===== config.mk =====
export PLATFORM = sky130hd
export DESIGN_NAME = clkbuf_enable_slave
export DESIGN_NICKNAME = d
export VERILOG_FILES = /design/src/rtl/clkbuf_enable_slave.sv
export SDC_FILE = /design/constraint.sdc
export NUM_CORES = 1
export LEC_CHECK = 0
export BUFFER_PORTS_ARGS = -buffer_cell sky130_fd_sc_hd__buf_4
export CAP_MARGIN = 20
export CORE_AREA = 3 3 68 70
export CTS_CLUSTER_DIAMETER = 120
export CTS_CLUSTER_SIZE = 24
export DETAILED_ROUTE_END_ITERATION = 16
export DIE_AREA = 0 0 71 73
export SLEW_MARGIN = 15
export SYNTH_ARGS = -nofsm -noshare
export SYNTH_HDL_FRONTEND = slang
export SYNTH_SLANG_ARGS = --single-unit

===== constraint.sdc =====
create_clock -name clk -period 3.6 [get_ports clk]
set_input_delay 0.36 -clock clk [delete_from_list [all_inputs] [get_ports clk]]
set_output_delay 0.36 -clock clk [all_outputs]
set_load 0.05 [all_outputs]

===== src/rtl/clkbuf_enable_slave.sv =====
module clkbuf_enable_slave #(
  parameter logic [6:0] DEV_ADDR   = 7'h69,
  parameter int         SKIP_BYTES = 2
) (
  input  logic       clk,
  input  logic       rst_n,
  input  logic       scl_i,
  input  logic       sda_i,
  output logic       sda_pull,
  input  logic       ref_clk,
  input  logic       oe_n,
  output logic [9:0] clk_out,
  output logic [9:0] clk_drv
);
  localparam int NUM_OUT = 10;
  localparam int LAST_I  = SKIP_BYTES + 4;
  localparam int IDX_W   = $clog2(LAST_I + 1);
  localparam logic [IDX_W-1:0] IDX_D0   = IDX_W'(SKIP_BYTES + 1);
  localparam logic [IDX_W-1:0] IDX_D1   = IDX_W'(SKIP_BYTES + 2);
  localparam logic [IDX_W-1:0] IDX_D2   = IDX_W'(SKIP_BYTES + 3);
  localparam logic [IDX_W-1:0] IDX_LAST = IDX_W'(LAST_I);

  typedef enum logic [2:0] {S_IDLE, S_RX, S_ACKWAIT, S_ACK, S_SKIP} st_t;

  st_t              st;
  logic             scl_q, sda_q, ack_pend;
  logic [2:0]       bit_cnt;
  logic [6:0]       shreg;
  logic [IDX_W-1:0] idx;
  logic [NUM_OUT-1:0] en;

  wire scl_rise = scl_i & ~scl_q;
  wire scl_fall = ~scl_i & scl_q;
  wire bus_start = scl_i & scl_q & sda_q & ~sda_i;
  wire bus_stop  = scl_i & scl_q & ~sda_q & sda_i;
  wire [7:0] rx_byte = {shreg, sda_i};
  wire addr_ok = (rx_byte[7:1] == DEV_ADDR) && !rx_byte[0];

  always_ff @(posedge clk or negedge rst_n) begin
    if (!rst_n) begin
      scl_q    <= 1'b1;
      sda_q    <= 1'b1;
      st       <= S_IDLE;
      bit_cnt  <= '0;
      shreg    <= '0;
      idx      <= '0;
      ack_pend <= 1'b0;
      sda_pull <= 1'b0;
      en       <= '1;
    end else begin
      scl_q <= scl_i;
      sda_q <= sda_i;
      if (bus_start) begin
        st       <= S_RX;
        bit_cnt  <= '0;
        idx      <= '0;
        sda_pull <= 1'b0;
      end else if (bus_stop) begin
        st       <= S_IDLE;
        sda_pull <= 1'b0;
      end else begin
        case (st)
          S_RX: if (scl_rise) begin
            shreg   <= rx_byte[6:0];
            bit_cnt <= bit_cnt + 3'd1;
            if (bit_cnt == 3'd7) begin
              st       <= S_ACKWAIT;
              ack_pend <= (idx != '0) || addr_ok;
              if (idx == IDX_D0) en[3:0] <= rx_byte[3:0];
              if (idx == IDX_D1) en[7:4] <= rx_byte[7:4];
              if (idx == IDX_D2) en[9:8] <= rx_byte[7:6];
            end
          end
          S_ACKWAIT: if (scl_fall) begin
            if (ack_pend) begin
              sda_pull <= 1'b1;
              st       <= S_ACK;
            end else begin
              st <= S_SKIP;
            end
          end
          S_ACK: if (scl_fall) begin
            sda_pull <= 1'b0;
            st       <= S_RX;
            if (idx != IDX_LAST) idx <= idx + 1'b1;
          end
          default: ;
        endcase
      end
    end
  end

  assign clk_drv = {NUM_OUT{oe_n}};
  assign clk_out = oe_n ? (en & {NUM_OUT{ref_clk}}) : '0;
endmodule


# Word-level counts from Yosys, hierarchy flattened
# Cells that the tools add are included.
# W data, S select, Z words.
# totals
register_bits	30
output_inout_bits	21
word_cells	86
# classes
addsub	2
eq_ne	15
muxes	24
n_bitwise	14
n_reduce_logical	20
# ops
op	n
$mux W3	16
$ne A4 B4 Y1 const B	5
$reduce_and A6 Y1	3
$reduce_and A4 Y1	3
$and A10 B10 Y10	1
$mux W10	1
$reduce_and A5 Y1	2
$reduce_bool A2 Y1	5
$eq A3 B2 Y1 const B	3
$eq A3 B3 Y1 const B	3
$pmux W3 S3	1
$and A1 B1 Y1	7
$eq A7 B7 Y1 const B	1
$add A3 B1 Y3 const B	2
$not A1 Y1	6
$mux W1	5
$reduce_bool A5 Y1	1
$reduce_bool A4 Y1	1
$eq A3 B1 Y1 const B	1
$ne A3 B3 Y1 const B	1
$reduce_and A3 Y1	1
$reduce_bool A3 Y1	1
$ne A2 B2 Y1 const B	1
$pmux W1 S2	1
3 further kinds	3

# Depth between registers and ports, before layout
# Gate-level depths: netlist of the first run.
# depth
word_depth	6
mapped_depth	6

# Least setup slack after synthesis of the first run
# OpenSTA, ideal clock, no wires.
# synth_timing
path_type	register -> register
startpoint	reg scl_q
endpoint	reg en[4]
setup_time_ns	0.082
arrival_ns	1.298
setup_slack_ns	2.220
path_stages_with_launch	6
cell_sequence	dfstp_2 buf_6 nand3b_4 nor3_4 nand4_1 mux2_2
# synth_between
elab_chain_cells	5
elab_cells_between_ends	10
cone_classes	9 x bitwise; 1 x reduce/logical
# synth_lines
element	line	text
start, declared	26	logic scl_q, sda_q, ack_pend;
start signal, assigned	51	scl_q <= scl_i;
$and A1 B1 Y1	34, 35	
$and A1 B1 Y1 (on tied branches) (2 in a row)	35, 34	
$not A1 Y1 (no source line)	n/a	
$reduce_and A6 Y1 (no source line) (*)	n/a	
end signal, assigned	70	if (idx == IDX_D1) en[7:4] <= rx_byte[7:4];
end, declared	30	logic [NUM_OUT-1:0] en;
# Mark *: on every way between the ends. The rest lies on a longest branch, timed or not.
# A chain may end at the register's enable or synchronous reset.

# Worst setup path after layout of the first run
# layout_timing
startpoint	reg st[0]
endpoint	reg en[5]
# layout_between
elab_chain_cells	2
# layout_lines
element	line	text
start, declared	25	st_t st;
start signal, assigned	43	st <= S_IDLE;
start signal, assigned	54	st <= S_RX;
start signal, assigned	59	st <= S_IDLE;
$eq A3 B1 Y1	62	case (st)
$reduce_and A6 Y1 (no source line)	n/a	
# Every way passes these cells.

==> results of run 1 <==
==> report_power, final <==
part	switching [mW]	internal [mW]	total, mW
Clock	0.127	0.203	0.330
Sequential	0.0207	0.354	0.375
Combinational	0.0717	0.0408	0.113
==> area by class of cell <==
class / count / area [um^2] / area share
sequential: 30 / 766 / 0.407
multi-input combinational: 106 / 722 / 0.384
timing repair buffer: 26 / 195 / 0.104
clock buffer: 5 / 68.8 / 0.0366
tap: 50 / 62.6 / 0.0333
clock inverter: 3 / 40.0 / 0.0213
inverter: 7 / 26.3 / 0.0140
==> synth_stat cells (3+ instances only) <==
cell type / count
sky130_fd_sc_hd__ha_1: 7
sky130_fd_sc_hd__buf_4: 10
sky130_fd_sc_hd__dfrtp_1: 18
sky130_fd_sc_hd__mux2_2: 11
sky130_fd_sc_hd__nand3_1: 6
sky130_fd_sc_hd__inv_1: 7
sky130_fd_sc_hd__o21ai_0: 7
sky130_fd_sc_hd__dfstp_2: 12
sky130_fd_sc_hd__or3_1: 3
sky130_fd_sc_hd__and3_1: 10
sky130_fd_sc_hd__nand2_1: 29
sky130_fd_sc_hd__a21oi_1: 4
==> worst register-to-register path: cells and delay by family, from the launching register on <==
family	cells	cell delay, ps
and+or+nand+nor	3	840
DFF	1	490
muxes	1	340
==> layout by cell type, fill, tap and decap left out, drive strengths merged, types with 2 or more instances in the layout <==
cell,count
a31oi,2
nand2,29
nand3,6
o21ai,7
and3,10
nor2b,2
nand4b,2
nor3,2
buf,26
ha,7
o2bb2ai,2
inv,7
a21oi,4
or3,3
nor2,2
nand4,2
nand2b,2
dfrtp,18
clkinv,2
clkbuf,5
o211ai,2
dfstp,12
mux2,11
==> routing by layer <==
layer,wire length [um],global-route usage
met4,62,0.0564
met2,1610,0.238
met1,1350,0.160
met5,0,0
met3,144,0.0358
==> per-stage QoR <==
step / util / power (mW)
after floorplan: - / 0.457
after global placement: 0.440 / 0.489
final: 0.467 / 0.818
after detailed placement: 0.440 / 0.494
after global routing: 0.467 / 0.862
after CTS: 0.467 / 0.829
==> worst min-delay path by stage <==
stage / from / end / slack (ps) / cells after the start
2_1_floorplan: rst_n / ack_pend / 60 / 0
3_3_place_gp: rst_n / st[0] / 300 / 1
3_5_place_dp: rst_n / st[0] / 310 / 1
4_1_cts: rst_n / st[0] / 2 / 1
5_1_grt: rst_n / st[1] / 20 / 1
6_report: rst_n / st[0] / -10 / 1
==> flip-flops by register name (all words and copies together), names as in the netlist <==
signal / cells
ack_pend: 1
bit_cnt: 3
sda_pull: 1
en: 10
shreg: 7
st: 3
scl_q: 1
sda_q: 1
idx: 3
==> cell families after synthesis <==
logic type | Yosys count | synth area share
AO/OA/AOI/OAI | 23 | 0.0934
AND/OR/NAND/NOR | 64 | 0.216
XOR/XNOR | 1 | 0.00541
buffers and inverters | 22 | 0.0819
adder cells (fa/ha/maj) | 7 | 0.0541
multiplexers | 11 | 0.0764
flip-flops | 30 | 0.473
==> impl_table.tex, run 1 <==
\begin{tabular}{lr}
\hline
Metric & Value \\
\hline
\multicolumn{2}{l}{\textbf{Status}} \\
\quad Status & finished, violations left \\
\quad Violations in the final reports & hold timing \\
\multicolumn{2}{l}{\textbf{STA}} \\
\quad Worst relative slew slack & 0.653 \\
\quad Worst hold margin & -13.7 ps \\
\quad Setup violations, final & 0 \\
\quad Post-layout minimum cycle time & 1740 ps \\
\quad Number of max-slew violations in the final report & 0 \\
\quad Final worst path period share & 0.483 \\
\quad Max Freq & 0.575 GHz \\
\quad Setup repair after global routing missed its margin & false \\
\quad Sum of negative setup slack & 0 ps \\
\quad Final WS setup & 1860 ps \\
\quad Transition at the pin with the smallest max-transition slack & 519 ps \\
\quad Setup clock skew after layout & 7.60 ps \\
\quad Hold Vio Cnt, Final & 15 \\
\multicolumn{2}{l}{\textbf{Place}} \\
\quad DP Area & 1770 um\^{}2 \\
\quad Weighted congestion reported at the end of routability-driven placement & 0.800 \\
\quad Pre-CTS setup slack & 1830 ps \\
\quad HPWL Detailed & 2360 um \\
\quad Number of placed instances with taps included & 219 \\
\quad Count of input and output buffers & 26 \\
\multicolumn{2}{l}{\textbf{Yosys}} \\
\quad Area fraction of the dominant cell type after synthesis & 0.278 \\
\quad Post-synthesis instance area & 1620 um\^{}2 \\
\quad Number of nets produced by synthesis & 171 \\
\quad Most area-consuming cells after synthesis & sky130\_fd\_sc\_hd\_\_dfrtp\_1 (28\%), sky130\_fd\_sc\_hd\_\_dfstp\_2 (19\%), sky130\_fd\_sc\_hd\_\_mux2\_2 (7.6\%), sky130\_fd\_sc\_hd\_\_nand2\_1 (6.7\%), sky130\_fd\_sc\_hd\_\_ha\_1 (5.4\%) \\
\quad Async set-or-reset flop fraction in the synthesized netlist & 1.00 \\
\quad Gate Count Post-Synth & 158 \\
\quad Mean instance size in the synthesized netlist & 10.3 um\^{}2 \\
\quad Unique masters post-synth & 36 \\
\quad Register area share after synthesis & 0.473 \\
\quad Count of yosys warnings during synthesis & 0 \\
\quad Predominant post-synthesis flop cell & sky130\_fd\_sc\_hd\_\_dfrtp\_1 \\
\quad Count of state elements after synthesis & 30 \\
\quad Count of flip-flops with a built-in enable after synthesis & 0 \\
\quad Biggest area consumer among synthesized cells & sky130\_fd\_sc\_hd\_\_dfrtp\_1 \\
\multicolumn{2}{l}{\textbf{Power}} \\
\quad PwrDens & 435 nW/um\^{}2 \\
\quad Lkg Pwr & 0.963 nW \\
\quad VDD IR max & 0.180 mV \\
\multicolumn{2}{l}{\textbf{Finish}} \\
\quad Layout cells sized above 1 & 0.339 \\
\quad Post-route insts no fill & 227 \\
\quad Final nets & 189 \\
\quad Number of diodes & 0 \\
\quad Layout overhead on the synthesized area & 16.1\% \\
\quad Design Area, Final & 1880 um\^{}2 \\
\quad Total of fill cells in the finished design & 386 \\
\multicolumn{2}{l}{\textbf{Route}} \\
\quad Vias & 1179 \\
\quad WL/cell & 13.9 um \\
\quad Detailed-routing iteration count for the pre-antenna-repair pass & 4 \\
\quad Total Routed Length & 3170 um \\
\quad DR DRC count & 0 \\
\quad Starting DRC count in detailed routing & 40 \\
\quad Post-route ant nets & 0 \\
\quad Detail-routed via count per cell & 5.19 \\
\multicolumn{2}{l}{\textbf{Worst setup path}} \\
\quad Required time reported for the critical path endpoint & 3810 ps \\
\quad Delay of the slowest cell on the worst path & 490 ps \\
\quad Crit path buf inv count & 0 \\
\quad Setup crit start kind & flop \\
\quad Worst-case register-to-register setup slack & 1860 ps \\
\quad Highest-delay cell along the critical path & sky130\_fd\_sc\_hd\_\_dfrtp\_1 \\
\quad Cells along the critical path & nand3b\_4, nor3\_4, nand4\_1, mux2\_2 \\
\quad Cell type group with the largest total delay on the critical path & simple AND/OR/NAND/NOR gates \\
\quad Worst r2r path cells & 4 \\
\quad Reg-to-reg critical path endpoint & en[5] \\
\quad Sort of element at the end of the critical path & flop \\
\quad Number of logic stages on the critical path including buffering & 4 \\
\quad Worst Setup EP & en[5] \\
\quad Endpoint arrival time on the critical path & 1950 ps \\
\quad Setup crit start & st[0] \\
\quad Source of the worst register-to-register timing path & st[0] \\
\quad Crit path max fanout & 14 \\
\quad Worst setup path category & reg2reg \\
\multicolumn{2}{l}{\textbf{Clock tree}} \\
\quad Clk slew on worst S/H paths & 70 ps \\
\quad Post-CTS repair timing setup buffer count & 0 \\
\quad Clock tree from TritonCTS & built \\
\quad Clk sinks & 30 \\
\quad Root buffer cell & sky130\_fd\_sc\_hd\_\_clkbuf\_8 \\
\quad Hold\_buf cts & 0 \\
\quad Number of buffers added by the clock tree synthesis step & 5 \\
\quad Number of H-tree levels & 2 \\
\quad Quantity of gates resized following cts & 0 \\
\quad Insertion delay of the later-clocked pin in the worst-skew pair & 280 ps \\
\quad Maximum clock insertion buffer count & 2 \\
\multicolumn{2}{l}{\textbf{Die}} \\
\quad Die area & 5180 um\^{}2 \\
\quad Core Footprint & 4030 um\^{}2 \\
\quad Initial core utilization & 0.402 \\
\quad Std cell rows & 23 \\
\quad Vertical die dimension & 73 um \\
\quad Boundary Pins & 27 \\
\quad Die outline width & 71 um \\
\multicolumn{2}{l}{\textbf{Job}} \\
\quad Number of max-cap violations & 0 \\
\multicolumn{2}{l}{\textbf{Global routing}} \\
\quad Pin count of the biggest net entering global routing & 31 \\
\quad Wire length of the first global-routing pass & 5530 um \\
\quad Via count of the first global-routing pass & 1184 \\
\quad Antenna violations before repair & 0 \\
\quad GR Overflow Total & 0 \\
\quad Global-route usage over all layers & 0.137 \\
\multicolumn{2}{l}{\textbf{Hold path}} \\
\quad Kind of path behind the tightest hold check & in2async \\
\hline
\end{tabular}
Note: power is estimated with default switching activity, not from simulation.
==> inputs of run 2 (changes only) <==
clock period = 1.55 ns   (was 3.6 ns; I/O delays follow)
==> run 2 against run 1 <==
  * The flow now finishes without violations
  * Worst hold slack better by 44 ps
  * Sequential power increased by 130%
  * Combinational power grew 140%
  * Clock-buffer cell count up 2
  * Die area unchanged
  * Power up 130%
  * Maximum frequency is 17% higher
  * Flip-flop and latch count did not move
  * Global-route usage rose by 0.36 points
  * Critical path depth unchanged
  * Routed wire length up 1.8%
  * Largest cell class unchanged
==> impl_table.tex, run 2 (synthesized netlist as in run 1, its figures left out) <==
\begin{tabular}{lr}
\hline
Metric & Value \\
\hline
\multicolumn{2}{l}{\textbf{Die}} \\
\quad Initial core utilization & 0.402 (unchanged) \\
\quad Die area & 5180 um\^{}2 (unchanged) \\
\quad Boundary Pins & 27 (unchanged) \\
\quad Std cell rows & 23 (unchanged) \\
\quad Vertical die dimension & 73 um (unchanged) \\
\quad Core Footprint & 4030 um\^{}2 (unchanged) \\
\quad Die outline width & 71 um (unchanged) \\
\multicolumn{2}{l}{\textbf{Route}} \\
\quad Vias & 1208 (+2.5\%) \\
\quad Starting DRC count in detailed routing & 48 (+20\%) \\
\quad Total Routed Length & 3220 um (+1.8\%) \\
\quad Detailed-routing iteration count for the pre-antenna-repair pass & 4 (unchanged) \\
\quad Post-route ant nets & 0 (unchanged) \\
\quad Detail-routed via count per cell & 5.10 (-1.9\%) \\
\quad DR DRC count & 0 (unchanged) \\
\quad WL/cell & 13.6 um (-2.5\%) \\
\multicolumn{2}{l}{\textbf{Finish}} \\
\quad Most used cells in the layout excluding fill and tap cells & sky130\_fd\_sc\_hd\_\_buf\_4 (35), sky130\_fd\_sc\_hd\_\_nand2\_1 (29), sky130\_fd\_sc\_hd\_\_dfrtp\_1 (18) \\
\quad Registers with the most flip-flops & en (10), shreg (7) \\
\quad Most flops, register & en \\
\quad Number of diodes & 0 (unchanged) \\
\quad Most frequent standard cell in the layout excluding fill and tap cells & sky130\_fd\_sc\_hd\_\_buf\_4 \\
\quad Final nets & 199 (+5.3\%) \\
\quad Design Area, Final & 1970 um\^{}2 (+4.7\%) \\
\quad Layout overhead on the synthesized area & 21.5\% \\
\quad Layout cells sized above 1 & 0.380 (+0.0407) \\
\quad Post-route insts no fill & 237 (+4.4\%) \\
\quad Total of fill cells in the finished design & 387 (+0.26\%) \\
\quad Largest register FFs & 10 (unchanged) \\
\quad Area of the multi-input gates & 734 um\^{}2 (+1.7\%) \\
\quad Sequential cell area in the final layout & 766 um\^{}2 (unchanged) \\
\multicolumn{2}{l}{\textbf{STA}} \\
\quad Worst relative slew slack & 0.751 (+0.0978) \\
\quad Post-layout minimum cycle time & 1490 ps (-249 ps) \\
\quad Worst hold margin & 30.2 ps (+43.8 ps) \\
\quad Number of max-slew violations in the final report & 0 (unchanged) \\
\quad Setup repair after global routing missed its margin & false \\
\quad Setup violations, final & 0 (unchanged) \\
\quad Hold Vio Cnt, Final & 0 (-15) \\
\quad Max Freq & 0.671 GHz (+17\%) \\
\quad Final worst path period share & 0.962 (+0.479) \\
\quad Transition at the pin with the smallest max-transition slack & 374 ps (-145 ps) \\
\quad Setup clock skew after layout & 14.4 ps (+6.80 ps) \\
\multicolumn{2}{l}{\textbf{Place}} \\
\quad Number of placed instances with taps included & 224 (+2.3\%) \\
\quad Count of input and output buffers & 26 (unchanged) \\
\quad DP Area & 1810 um\^{}2 (+2.1\%) \\
\quad Weighted congestion reported at the end of routability-driven placement & 0.823 (+2.9\%) \\
\quad HPWL Detailed & 2380 um (+0.64\%) \\
\multicolumn{2}{l}{\textbf{Global routing}} \\
\quad GR Overflow Total & 0 (unchanged) \\
\quad Pin count of the biggest net entering global routing & 31 (unchanged) \\
\quad Via count of the first global-routing pass & 1210 (+2.2\%) \\
\quad Antenna violations before repair & 0 (unchanged) \\
\quad Wire length of the first global-routing pass & 5600 um (+1.1\%) \\
\quad Global-route usage over all layers & 0.140 (+0.00362) \\
\multicolumn{2}{l}{\textbf{Worst setup path}} \\
\quad Required time reported for the critical path endpoint & 1700 ps (-2110 ps) \\
\quad Endpoint arrival time on the critical path & 1640 ps (-310 ps) \\
\quad Setup crit start kind & flop \\
\quad Worst setup path category & reg2reg \\
\quad Sort of element at the end of the critical path & flop \\
\quad Crit path max fanout & 11 (-3) \\
\multicolumn{2}{l}{\textbf{Clock tree}} \\
\quad Maximum clock insertion buffer count & 2 (unchanged) \\
\quad Clk sinks & 30 (unchanged) \\
\quad Insertion delay of the later-clocked pin in the worst-skew pair & 280 ps (about the same) \\
\quad Clock tree from TritonCTS & built \\
\quad Number of buffers added by the clock tree synthesis step & 5 (unchanged) \\
\quad Number of H-tree levels & 2 (unchanged) \\
\quad Root buffer cell & sky130\_fd\_sc\_hd\_\_clkbuf\_8 \\
\quad Clk slew on worst S/H paths & 70 ps (about the same) \\
\multicolumn{2}{l}{\textbf{Power}} \\
\quad Lkg Pwr & 1.01 nW (+4.7\%) \\
\quad PwrDens & 961 nW/um\^{}2 (+120\%) \\
\quad VDD IR max & 0.423 mV (+130\%) \\
\multicolumn{2}{l}{\textbf{Job}} \\
\quad Number of max-cap violations & 0 (unchanged) \\
\multicolumn{2}{l}{\textbf{Status}} \\
\quad Status & complete, no violations \\
\multicolumn{2}{l}{\textbf{Hold path}} \\
\quad Kind of path behind the tightest hold check & in2reg \\
\hline
\end{tabular}
run 2: cell count changes in the layout (fill, tap and decap cells not counted):
| cell | previous run | this run |
|---|---|---|
| sky130_fd_sc_hd__nor2_1 | 2 | 1 |
| sky130_fd_sc_hd__nor2b_2 | 0 | 1 |
| sky130_fd_sc_hd__or3_4 | 0 | 1 |
| sky130_fd_sc_hd__or3_1 | 3 | 2 |
| sky130_fd_sc_hd__clkbuf_1 | 0 | 2 |
| sky130_fd_sc_hd__ha_1 | 7 | 6 |
| sky130_fd_sc_hd__buf_4 | 26 | 35 |
| sky130_fd_sc_hd__clkinv_2 | 2 | 0 |
| sky130_fd_sc_hd__ha_2 | 0 | 1 |
| sky130_fd_sc_hd__nor2b_1 | 2 | 1 |
| sky130_fd_sc_hd__nor2_2 | 0 | 1 |
| sky130_fd_sc_hd__dlygate4sd3_1 | 0 | 1 |
run 2: what timing repair did:
action,4_1_cts,5_1_grt
cloned,0,0
hold buffers,1,0
endpoints found under the setup margin,10,12
pin swaps,1,2
resized for setup,0,4
buffers inserted,3,1
hold endpoints to repair,18,0
run 2: final cells by class:
cell class	instances	share of cell area
Timing Repair Buffer	36	0.139
Tap cell	50	0.0318
Clock buffer	7	0.0388
Inverter	7	0.0134
Sequential cell	30	0.389
Multi-Input combinational cell	106	0.373
Clock inverter	1	0.0153
run 2: report_power, final:
part	leakage, nW	switching [mW]	internal, mW	total [mW]
logic	0.586	0.168	0.0984	0.266
registers	0.370	0.0434	0.823	0.866
clock network	0.0524	0.280	0.480	0.760
total	1.01	0.491	1.40	1.89
run 2: worst paths after layout:
check                            from    endpoint  slack, ps  cells after the start
max in group asynchronous       rst_n       en[8]        890                      2
hold reg to reg            bit_cnt[2]  bit_cnt[2]        510                      2
hold / removal                  scl_i       scl_q         30                      1
min in group asynchronous       rst_n       st[0]        330                      2
setup / recovery                st[2]  bit_cnt[0]         60                      4
setup reg to reg                st[2]  bit_cnt[0]         60                      4
run 2: metal layers:
metal / routed length, um / GRT usage / vias to the layer above
met4: 57 / 0.0668 / 0
met5: 0 / 0 / -
li1: - / - / 596
met1: 1530 / 0.174 / 578
met3: 159 / 0.0551 / 5
met2: 1480 / 0.214 / 29
run 2: through the flow:
| step | utilization | worst slack [ps] | TNS (ps) | power, mW |
|---|---|---|---|---|
| after floorplan | - | 170 | 0 | 1.06 |
| after global placement | 0.449 | -43.9 | -235 | 1.14 |
| after detailed placement | 0.449 | -94.8 | -583 | 1.15 |
| after CTS | 0.484 | 35.7 | 0 | 1.92 |
| after global routing | 0.489 | 5.80 | 0 | 2.01 |
| final | 0.489 | 58.9 | 0 | 1.89 |
run 2: worst max-delay path, cell delays in order (launching register included):
cell and delay (ps):
sky130_fd_sc_hd__dfrtp_1 430, sky130_fd_sc_hd__buf_4 170, sky130_fd_sc_hd__or3_1 540, sky130_fd_sc_hd__nand3_1 140, sky130_fd_sc_hd__o21ai_0 80
